**config.mk**
```make
export PLATFORM = sky130hd
export DESIGN_NAME = rast_engine
export DESIGN_NICKNAME = d
export VERILOG_FILES = /design/src/rtl/rast_pkg.sv /design/src/rtl/rast_cmd_decode.sv /design/src/rtl/rast_seq.sv /design/src/rtl/rast_plane_wr.sv /design/src/rtl/rast_engine.sv
export SDC_FILE = /design/constraint.sdc
export NUM_CORES = 1
export LEC_CHECK = 0
export BUFFER_PORTS_ARGS = -buffer_cell sky130_fd_sc_hd__buf_2
export CAP_MARGIN = 20
export CORE_MARGIN = 5
export CORE_UTILIZATION = 36
export DETAILED_ROUTE_END_ITERATION = 10
export GPL_ROUTABILITY_DRIVEN = 0
export PLACE_DENSITY = 0.58
export SLEW_MARGIN = 20
export SYNTH_ARGS = -nofsm -noshare
export SYNTH_HDL_FRONTEND = slang
export SYNTH_SLANG_ARGS = --single-unit
```
**constraint.sdc**
```tcl
create_clock -name clk -period 4.76 [get_ports clk]
set_input_delay 0.714 -clock clk [delete_from_list [all_inputs] [get_ports clk]]
set_output_delay 0.714 -clock clk [all_outputs]
set_load 0.005 [all_outputs]
```
**src/rtl/rast_pkg.sv**
```systemverilog
package rast_pkg;
    parameter int PIX_AW   = 20;
    parameter int WORD_W   = 32;
    parameter int RUN_W    = 5;
    parameter int CNT_W    = RUN_W + 1;
    parameter int SRC_W    = 24;
    parameter int C24_W    = 24;
    parameter int C8_W     = 8;
    parameter int ADDR_LSB = 3;
    parameter int ADDR_W   = PIX_AW + ADDR_LSB;
    parameter int TRIG_BIT = 2;

    typedef enum logic [2:0] {
        PH_IDLE,
        PH_STIP,
        PH_FILL,
        PH_CPRD,
        PH_CPWR
    } phase_e;

    typedef struct packed {
        logic              is_blit;
        logic              is_raw;
        logic              is_fill;
        logic              deep;
        logic [PIX_AW-1:0] dst;
        logic [PIX_AW-1:0] src;
        logic [CNT_W-1:0]  len;
        logic [WORD_W-1:0] word;
    } cmd_t;
endpackage

```
**src/rtl/rast_cmd_decode.sv**
```systemverilog
module rast_cmd_decode
    import rast_pkg::*;
(
    input  logic [ADDR_W-1:0] addr,
    input  logic [WORD_W-1:0] data,
    input  logic              blit,
    input  logic              raw,
    input  logic              deep,
    output cmd_t              cmd
);
    always_comb begin
        cmd.is_blit = blit;
        cmd.is_raw  = raw;
        cmd.is_fill = blit && (data[SRC_W-1:0] == {SRC_W{1'b1}});
        cmd.deep    = deep;
        cmd.dst     = addr[ADDR_LSB +: PIX_AW];
        cmd.src     = data[PIX_AW-1:0];
        cmd.len     = {1'b0, data[SRC_W +: RUN_W]} + CNT_W'(1);
        cmd.word    = data;
    end
endmodule

```
**src/rtl/rast_seq.sv**
```systemverilog
module rast_seq
    import rast_pkg::*;
(
    input  logic              clk,
    input  logic              rst_n,
    input  logic              wr_fire,
    input  logic              wr_trig,
    input  logic [WORD_W-1:0] wr_data,
    input  cmd_t              cmd_in,
    output logic              ready,
    output logic              busy,
    output logic [PIX_AW-1:0] pix_addr,
    output logic              pix_we,
    output logic              pix_rd,
    output logic              pix_copy,
    output logic              op_raw,
    output logic              op_deep,
    output logic [WORD_W-1:0] colour
);
    typedef struct packed {
        phase_e            ph;
        cmd_t              cmd;
        logic [WORD_W-1:0] colour;
        logic [CNT_W-1:0]  idx;
    } seq_t;

    localparam logic [CNT_W-1:0] STIP_LAST = CNT_W'(WORD_W - 1);

    seq_t cur_q, nxt_d;
    logic last_run;

    always_comb begin
        nxt_d    = cur_q;
        ready    = (cur_q.ph == PH_IDLE);
        busy     = !ready;
        pix_addr = cur_q.cmd.dst + PIX_AW'(cur_q.idx);
        pix_we   = 1'b0;
        pix_rd   = 1'b0;
        pix_copy = 1'b0;
        last_run = (cur_q.idx == cur_q.cmd.len - CNT_W'(1));
        case (cur_q.ph)
            PH_IDLE: begin
                if (wr_fire) begin
                    if (!wr_trig) begin
                        nxt_d.colour = wr_data;
                    end else begin
                        nxt_d.cmd = cmd_in;
                        nxt_d.idx = '0;
                        if (!cmd_in.is_blit)     nxt_d.ph = PH_STIP;
                        else if (cmd_in.is_fill) nxt_d.ph = PH_FILL;
                        else                     nxt_d.ph = PH_CPRD;
                    end
                end
            end
            PH_STIP: begin
                pix_we         = cur_q.cmd.word[WORD_W-1];
                nxt_d.cmd.word = cur_q.cmd.word << 1;
                nxt_d.idx      = cur_q.idx + CNT_W'(1);
                if (cur_q.idx == STIP_LAST) nxt_d.ph = PH_IDLE;
            end
            PH_FILL: begin
                pix_we    = 1'b1;
                nxt_d.idx = cur_q.idx + CNT_W'(1);
                if (last_run) nxt_d.ph = PH_IDLE;
            end
            PH_CPRD: begin
                pix_rd   = 1'b1;
                pix_addr = cur_q.cmd.src + PIX_AW'(cur_q.idx);
                nxt_d.ph = PH_CPWR;
            end
            PH_CPWR: begin
                pix_we   = 1'b1;
                pix_copy = 1'b1;
                if (last_run) begin
                    nxt_d.ph = PH_IDLE;
                end else begin
                    nxt_d.idx = cur_q.idx + CNT_W'(1);
                    nxt_d.ph  = PH_CPRD;
                end
            end
            default: nxt_d.ph = PH_IDLE;
        endcase
    end

    assign op_raw  = cur_q.cmd.is_raw;
    assign op_deep = cur_q.cmd.deep;
    assign colour  = cur_q.colour;

    always_ff @(posedge clk or negedge rst_n) begin
        if (!rst_n) begin
            cur_q <= '0;
        end else begin
            cur_q <= nxt_d;
        end
    end

    assert_copy_order_R6: assert property (@(posedge clk) disable iff (!rst_n)
        pix_rd |=> (pix_we && pix_copy));

    assert_colour_hold_R1: assert property (@(posedge clk) disable iff (!rst_n)
        busy |=> $stable(colour));

    assert_stip_step_R3: assert property (@(posedge clk) disable iff (!rst_n)
        (cur_q.ph == PH_STIP && $past(cur_q.ph) == PH_STIP)
            |-> pix_addr == $past(pix_addr) + PIX_AW'(1));
endmodule

```
**src/rtl/rast_plane_wr.sv**
```systemverilog
module rast_plane_wr
    import rast_pkg::*;
(
    input  logic              clk,
    input  logic              rst_n,
    input  logic              pix_we,
    input  logic              pix_copy,
    input  logic              op_raw,
    input  logic              op_deep,
    input  logic [WORD_W-1:0] colour,
    input  logic [C8_W-1:0]   rd8,
    input  logic [C24_W-1:0]  rd24,
    input  logic [WORD_W-1:0] rdctl,
    output logic              we8,
    output logic              we24,
    output logic              wectl,
    output logic [C8_W-1:0]   wd8,
    output logic [C24_W-1:0]  wd24,
    output logic [WORD_W-1:0] wdctl
);
    always_comb begin
        we8   = pix_we;
        we24  = pix_we && op_deep;
        wectl = pix_we && op_deep && op_raw;
        wd8   = pix_copy ? rd8   : colour[C8_W-1:0];
        wd24  = pix_copy ? rd24  : colour[C24_W-1:0];
        wdctl = pix_copy ? rdctl : colour;
    end

    assert_ctl_gated_R9: assert property (@(posedge clk) disable iff (!rst_n)
        wectl |-> (we24 && we8));
endmodule

```
**src/rtl/rast_engine.sv**
```systemverilog
module rast_engine
    import rast_pkg::*;
(
    input  logic              clk,
    input  logic              rst_n,
    input  logic              wr_valid,
    output logic              wr_ready,
    input  logic [ADDR_W-1:0] wr_addr,
    input  logic [WORD_W-1:0] wr_data,
    input  logic              wr_blit,
    input  logic              wr_raw,
    input  logic              depth24,
    output logic              busy,
    output logic [PIX_AW-1:0] mem_addr,
    output logic              mem_rd,
    input  logic [C8_W-1:0]   mem_rd8,
    input  logic [C24_W-1:0]  mem_rd24,
    input  logic [WORD_W-1:0] mem_rdctl,
    output logic              mem_we8,
    output logic              mem_we24,
    output logic              mem_wectl,
    output logic [C8_W-1:0]   mem_wd8,
    output logic [C24_W-1:0]  mem_wd24,
    output logic [WORD_W-1:0] mem_wdctl
);
    cmd_t              cmd_dec;
    logic              pix_we, pix_copy, op_raw, op_deep;
    logic [WORD_W-1:0] colour;
    logic              wr_fire;

    assign wr_fire = wr_valid && wr_ready;

    rast_cmd_decode u_dec (
        .addr (wr_addr),
        .data (wr_data),
        .blit (wr_blit),
        .raw  (wr_raw),
        .deep (depth24),
        .cmd  (cmd_dec)
    );

    rast_seq u_seq (
        .clk      (clk),
        .rst_n    (rst_n),
        .wr_fire  (wr_fire),
        .wr_trig  (wr_addr[TRIG_BIT]),
        .wr_data  (wr_data),
        .cmd_in   (cmd_dec),
        .ready    (wr_ready),
        .busy     (busy),
        .pix_addr (mem_addr),
        .pix_we   (pix_we),
        .pix_rd   (mem_rd),
        .pix_copy (pix_copy),
        .op_raw   (op_raw),
        .op_deep  (op_deep),
        .colour   (colour)
    );

    rast_plane_wr u_pw (
        .clk      (clk),
        .rst_n    (rst_n),
        .pix_we   (pix_we),
        .pix_copy (pix_copy),
        .op_raw   (op_raw),
        .op_deep  (op_deep),
        .colour   (colour),
        .rd8      (mem_rd8),
        .rd24     (mem_rd24),
        .rdctl    (mem_rdctl),
        .we8      (mem_we8),
        .we24     (mem_we24),
        .wectl    (mem_wectl),
        .wd8      (mem_wd8),
        .wd24     (mem_wd24),
        .wdctl    (mem_wdctl)
    );

    assert_write_in_op_R2: assert property (@(posedge clk) disable iff (!rst_n)
        (mem_we8 || mem_rd) |-> busy);

    assert_trigger_busy_R2: assert property (@(posedge clk) disable iff (!rst_n)
        (wr_fire && wr_addr[TRIG_BIT]) |=> busy);

    assert_shallow_R7: assert property (@(posedge clk) disable iff (!rst_n)
        (wr_fire && wr_addr[TRIG_BIT] && !depth24) |=> !(mem_we24 || mem_wectl));
endmodule

```
; ---- Yosys cells after proc, flatten, opt, wreduce, memory -nomap -nowiden
; Cells that the tools add are included.
[totals]
out_inout_bits = 90
reg_bits = 123
in_bits = 125
wordCells = 64
[op_classes]
muxes = 20
n_addsub = 5
eq_ne = 12
bitwise_logic = 1
n_reduce_logical = 15
[ops]
columns = op, n
row1 = 123-bit 2-to-1 mux, 1
row2 = 85-bit 2-to-1 mux, 1
row3 = 32-bit 2-to-1 mux, 2
row4 = 32-bit one-hot mux with 2 select lines, 1
row5 = 20-bit by 6-bit adder with 20-bit output, 2
row6 = 24-bit equality test (second input constant), 1
row7 = 24-bit 2-to-1 mux, 1
row8 = 20-bit 2-to-1 mux, 1
row9 = 6-bit one-hot mux with 3 select lines, 1
row10 = 3-bit one-hot mux with 5 select lines, 1
row11 = 6-bit 2-to-1 mux, 2
row12 = 3-bit AND reduction, 3
row13 = 8-bit 2-to-1 mux, 1
row14 = 2-bit by 1-bit != test with 1-bit output (second input constant), 4
row15 = 4-bit AND reduction, 2
row16 = 5-bit by 1-bit adder with 6-bit output (second input constant), 1
row17 = 6-bit by 1-bit adder with 6-bit output (second input constant), 1
row18 = 3-bit by 2-bit equality test with 1-bit output (second input constant), 2
row19 = 6-bit by 5-bit equality test with 1-bit output (second input constant), 1
row20 = 6-bit equality test, 1
row21 = 3-bit 2-to-1 mux, 2
row22 = 6-bit by 1-bit subtractor with 6-bit output (second input constant), 1
row23 = 1-bit logical AND, 4
row24 = 2-bit 2-to-1 mux, 2
row25 = other kinds (11), 14

; ---- Logic depth before layout (Yosys ltp)
[depth]
depth_word = 7
mapped_depth = 16
mapped_depth_nobuf = 13

; ---- Modules after synthesis
; Synthesis repeated with hierarchy kept, for this count alone.
[hier_totals]
hier_cells = 743
area_unflattened_um2 = 8217.9
[modules_own_cells]
columns = module, seq_area_each_um2, cells_each, area_per_inst_um2, n_inst
row1 = rast_seq, 3027.9, 574, 6426.2, 1
row2 = rast_plane_wr, 0.0, 74, 1097.3, 1
row3 = rast_cmd_decode, 0.0, 94, 688.2, 1
row4 = rast_engine, 0.0, 1, 6.3, 1

; ---- Least setup slack after synthesis
; No wires, ideal clock.
[synth_path]
kind = register to output
startpoint = register u_seq.cur_q[122] (netlist bit)
endpoint = output port mem_addr[14]
t_arrival_ns = 3.085
path_slack_ns = 0.961
stages_incl_launch_ff = 17
n_path_buf = 4
cell_sequence = dfrtp_1 > buf_2 > nand3b_4 > buf_2 > buf_2 > buf_2 > nand2_1 > nand2_1 > ha_1 > inv_1 > fa_1 > nand3b_1 > a21boi_0 > o21ai_0 > a21boi_2 > nand3_1 > xor2_1
[synth_between]
elab_chain_cells = 2
[synth_rtl]
columns = item, line_no
row1 = "start, declared", rast_seq.sv:29  ; seq_t cur_q, nxt_d;
row2 = "start signal, assigned", rast_seq.sv:93  ; cur_q <= nxt_d;
row3 = 3-bit by 2-bit equality test with 1-bit output, rast_seq.sv:41  ; case (cur_q.ph)
row4 = 20-bit 2-to-1 mux, rast_seq.sv:41
row5 = "end, declared", rast_engine.sv:14  ; output logic [PIX_AW-1:0] mem_addr,
; No other way between the ends.

; ---- Final worst setup path
; Ends and elaborated chain as after synthesis.

==> results.txt <==
----------------------------------------------------
[Timing]
  Pins over their slew limit ... 0
  Relative max-transition margin ... 34.63%
  RSZ-0062 raised after global routing ... no
  Final clock period utilization by the worst path ... 92.08%
  Final hold violation count ... 0
  Period minus WS final ... 4.383 ns
  Fin Hold WS ... 0.4215 ns
  Final setup viols ... 0
  Worst-case clock skew ... 0.02014 ns
  Worst-Margin Slew ... 0.9783 ns
  Maximum clock frequency ... 228.1 MHz
  Setup total negative slack ... 0 ns

[Global route]
  Met3 Use GR ... 4.648%
  Grt met2 use ... 30.54%
  Vias in the first global route ... 6150
  Global Route met1 Usage ... 24.78%
  First-pass GRT wire length ... 32330 um
  Maximum number of pins on one net before global-route repair ... 70
  Antenna violations before repair ... 0
  Global route total overflow ... 0
  GR peak layer ... met2
  GR Util All Layers ... 18.59%

[Die]
  I/O pins ... 215
  Standard-cell row count ... 49
  Effective utilization at floorplan ... 36.92%
  Area of the core ... 18150 sq um
  Width of the die ... 146.4 um
  Die Outline Area ... 21440 sq um
  Die boundary height ... 146.4 um

[Pwr]
  Ratio of total power to cell area ... 631.2 nW/um^2
  Leakage ... 4.588 nW
  Worst vdd rail ir drop ... 0.2708 mV

[Clock tree]
  Clk sink count ... 121
  Hold buffers post-CTS ... 0
  Clock-pin transition on the worst setup and hold timing paths ... 0.05 ns
  Number of gates resized after cts ... 0
  H-tree depth ... 4
  Skew-Pair Late Insertion Delay ... 0.42 ns
  Inserted Clock Buffers ... 17
  CTS tree ... done
  Maximum count of clock buffers along a single path ... 2
  Number of buffers added for setup after CTS ... 0
  Root buf cell ... sky130_fd_sc_hd__clkbuf_16

[Drt]
  Average wire per cell in the routed design ... 15.68 um
  Number of detailed-routing iterations run before antenna repair ... 5
  Number of vias after detailed routing ... 6190
  Via count normalized by instance count ... 4.917
  Final Routed Wirelength ... 19740 um
  Detail Route Antenna Nets ... 0
  DRC ... 0
  DR iter-0 viols ... 296

[Logic synthesis]
  Top cells by instance count after synthesis ... 396 x sky130_fd_sc_hd__nand2_1, 121 x sky130_fd_sc_hd__dfrtp_1, 32 x sky130_fd_sc_hd__mux2_2
  Number of synthesized flops with an enable pin ... 0
  FF+latch count, synth ... 121
  Area share of the largest cell type after synthesis ... 45.19%
  Number of distinct library cells after synthesis ... 52
  Average size of a mapped cell ... 8.201 sq um
  Gate count after technology mapping ... 817
  Most common cell in the netlist ... sky130_fd_sc_hd__nand2_1
  Syn nets ... 954
  Top flip-flop cell by instance count after synthesis ... sky130_fd_sc_hd__dfrtp_1
  Top post-synthesis cells by area ... sky130_fd_sc_hd__dfrtp_1 45%, sky130_fd_sc_hd__nand2_1 22%, sky130_fd_sc_hd__mux2_2 5.4%, sky130_fd_sc_hd__a22oi_1 3.5%, sky130_fd_sc_hd__xor2_1 2.2%
  Fraction of registers with async set/reset ... 100.0%
  Sequential-to-total area share from yosys stat ... 45.19%
  Library cell occupying the most area in the post-synthesis netlist ... sky130_fd_sc_hd__dfrtp_1
  Number of warnings issued by yosys ... 0
  Netlist area before placement ... 6700 sq um

[Setup path]
  Endpoint type of the worst setup path ... primary output
  WP data arrival ... 3.67 ns
  Required time of the critical path ... 4.05 ns
  Critical-path top delay cell ... sky130_fd_sc_hd__dfrtp_1
  Critical path's largest stage delay ... 0.50 ns
  Startpoint kind of the worst setup timing path ... flop
  Endpoint of the lowest-slack register-to-register path ... u_seq.cur_q[41]
  Startpoint of the lowest-slack register-to-register path ... u_seq.cur_q[122]
  List of cells traversed by the critical path ... nand3b_4, inv_1, buf_4, nand2_1, nand2_1, ha_1, inv_1, fa_1, nand3b_1, a21boi_0, o21ai_0, a21boi_2, nand3_1, xor2_1, buf_2
  R2R Setup Slk ... 2.12 ns
  Register-to-Register Path Depth ... 6
  Top fanout value on the critical path ... 12
  Class of the most critical setup path ... flop to primary output

[Flow run]
  Max cap viols ... 0

[Min path]
  Min-delay worst type ... input port to async pin

[Outcome]
  Run status ... complete, no violations

[Cells and area]
  P&R area growth vs syn ... 27.73%
  Final core occ ... 47.16%
  Final Net Count ... 1154
  Number of antenna diodes ... 0
  Proportion of layout cells with a drive suffix above 1 ... 29.13%

[Place]
  PortBufs ... 212
  HPWL after detailed placement ... 14240 um

----------------------------------------------------
-- kinds of logic after synthesis --
group	after synthesis	synth area share (%)
flip-flops	121	45.19
AO/OA/AOI/OAI	82	8.796
buffers and inverters	54	3.287
multiplexers	47	7.750
AND/OR/NAND/NOR	471	28.70
XOR/XNOR	30	3.922
adder cells (fa/ha/maj)	12	2.353
-- power by group --
part | internal [mW] | switching, mW | total [mW]
combinational | 1.02 | 1.26 | 2.28
sequential | 1.50 | 0.348 | 1.85
clock | 0.821 | 0.456 | 1.28
total | 3.34 | 2.06 | 5.40
-- cell type report --
type / count / area [sq um]
inverters: 13 / 48.80
multi-input cells: 642 / 3472
clock buffers: 24 / 491.7
repair buffers: 222 / 1139
well taps: 229 / 286.5
fillers: 1809 / 9589
clock inverters: 8 / 92.59
flip-flops and latches: 121 / 3028
-- worst max-delay path by stage --
stage                     slack (ns)  cells after the start        startpoint            to
after detailed placement        0.84                     15  u_seq.cur_q[122]  mem_addr[14]
after global routing            0.08                     15  u_seq.cur_q[122]  mem_addr[14]
after global placement          0.90                     15  u_seq.cur_q[122]  mem_addr[14]
final                           0.38                     15  u_seq.cur_q[122]  mem_addr[14]
after floorplan                 0.96                     16  u_seq.cur_q[122]  mem_addr[14]
after CTS                       0.37                     15  u_seq.cur_q[122]  mem_addr[14]
-- worst max-delay path: cells and delay by family (launching register included) --
kind | cells | cell delay [ns]
XOR/XNOR | 1 | 0.18
adder cells (fa/ha/maj) | 2 | 0.56
AND/OR/NAND/NOR | 5 | 0.71
buffers and inverters | 4 | 0.46
flip-flops | 1 | 0.50
AO/OA/AOI/OAI | 3 | 0.84
-- per-stage QoR --
step	area, sq um	worst slack [ns]	std cells	power [mW]
detailed placement	7973	0.8405	1227	4.178
global route	8558	0.08087	1259	5.870
finish	8558	0.3769	1259	5.402
floorplan	6700	0.9607	817	3.232
CTS	8557	0.3747	1259	5.483
global placement	7973	0.9039	1227	4.137
-- registers in the layout (all words and copies together) (netlist names) --
register / cells
u_seq.cur_q: 87
u_seq.colour: 32
u_seq.op_deep: 1
u_seq.op_raw: 1
-- routing by layer --
metal | wire length, um | vias to the layer above
met1 | 9181 | 2934
met5 | 0 | -
met3 | 874 | 16
met2 | 9507 | 151
li1 | - | 3089
met4 | 178 | 0
-- cell usage in the layout, fill, tap and decap left out, types with 3 or more instances in the layout --
cell type	count
sky130_fd_sc_hd__a211oi_1	3
sky130_fd_sc_hd__a21oi_1	11
sky130_fd_sc_hd__a22oi_1	31
sky130_fd_sc_hd__a32o_1	3
sky130_fd_sc_hd__and2_1	3
sky130_fd_sc_hd__buf_2	211
sky130_fd_sc_hd__buf_4	11
sky130_fd_sc_hd__clkbuf_1	3
sky130_fd_sc_hd__clkbuf_16	17
sky130_fd_sc_hd__clkbuf_8	4
sky130_fd_sc_hd__clkinv_2	5
sky130_fd_sc_hd__dfrtp_1	121
sky130_fd_sc_hd__ha_1	11
sky130_fd_sc_hd__inv_1	13
sky130_fd_sc_hd__mux2_2	32
sky130_fd_sc_hd__mux2i_1	13
sky130_fd_sc_hd__nand2_1	396
sky130_fd_sc_hd__nand2b_1	4
sky130_fd_sc_hd__nand3_1	19
sky130_fd_sc_hd__nand3b_1	3
sky130_fd_sc_hd__nand4_1	12
sky130_fd_sc_hd__nor2_1	8
sky130_fd_sc_hd__nor2_2	3
sky130_fd_sc_hd__nor3_1	7
sky130_fd_sc_hd__o21a_1	3
sky130_fd_sc_hd__o21ai_0	15
sky130_fd_sc_hd__or3_1	3
sky130_fd_sc_hd__xnor2_1	13
sky130_fd_sc_hd__xor2_1	17
No activity file was read; power rests on OpenSTA's default activity.
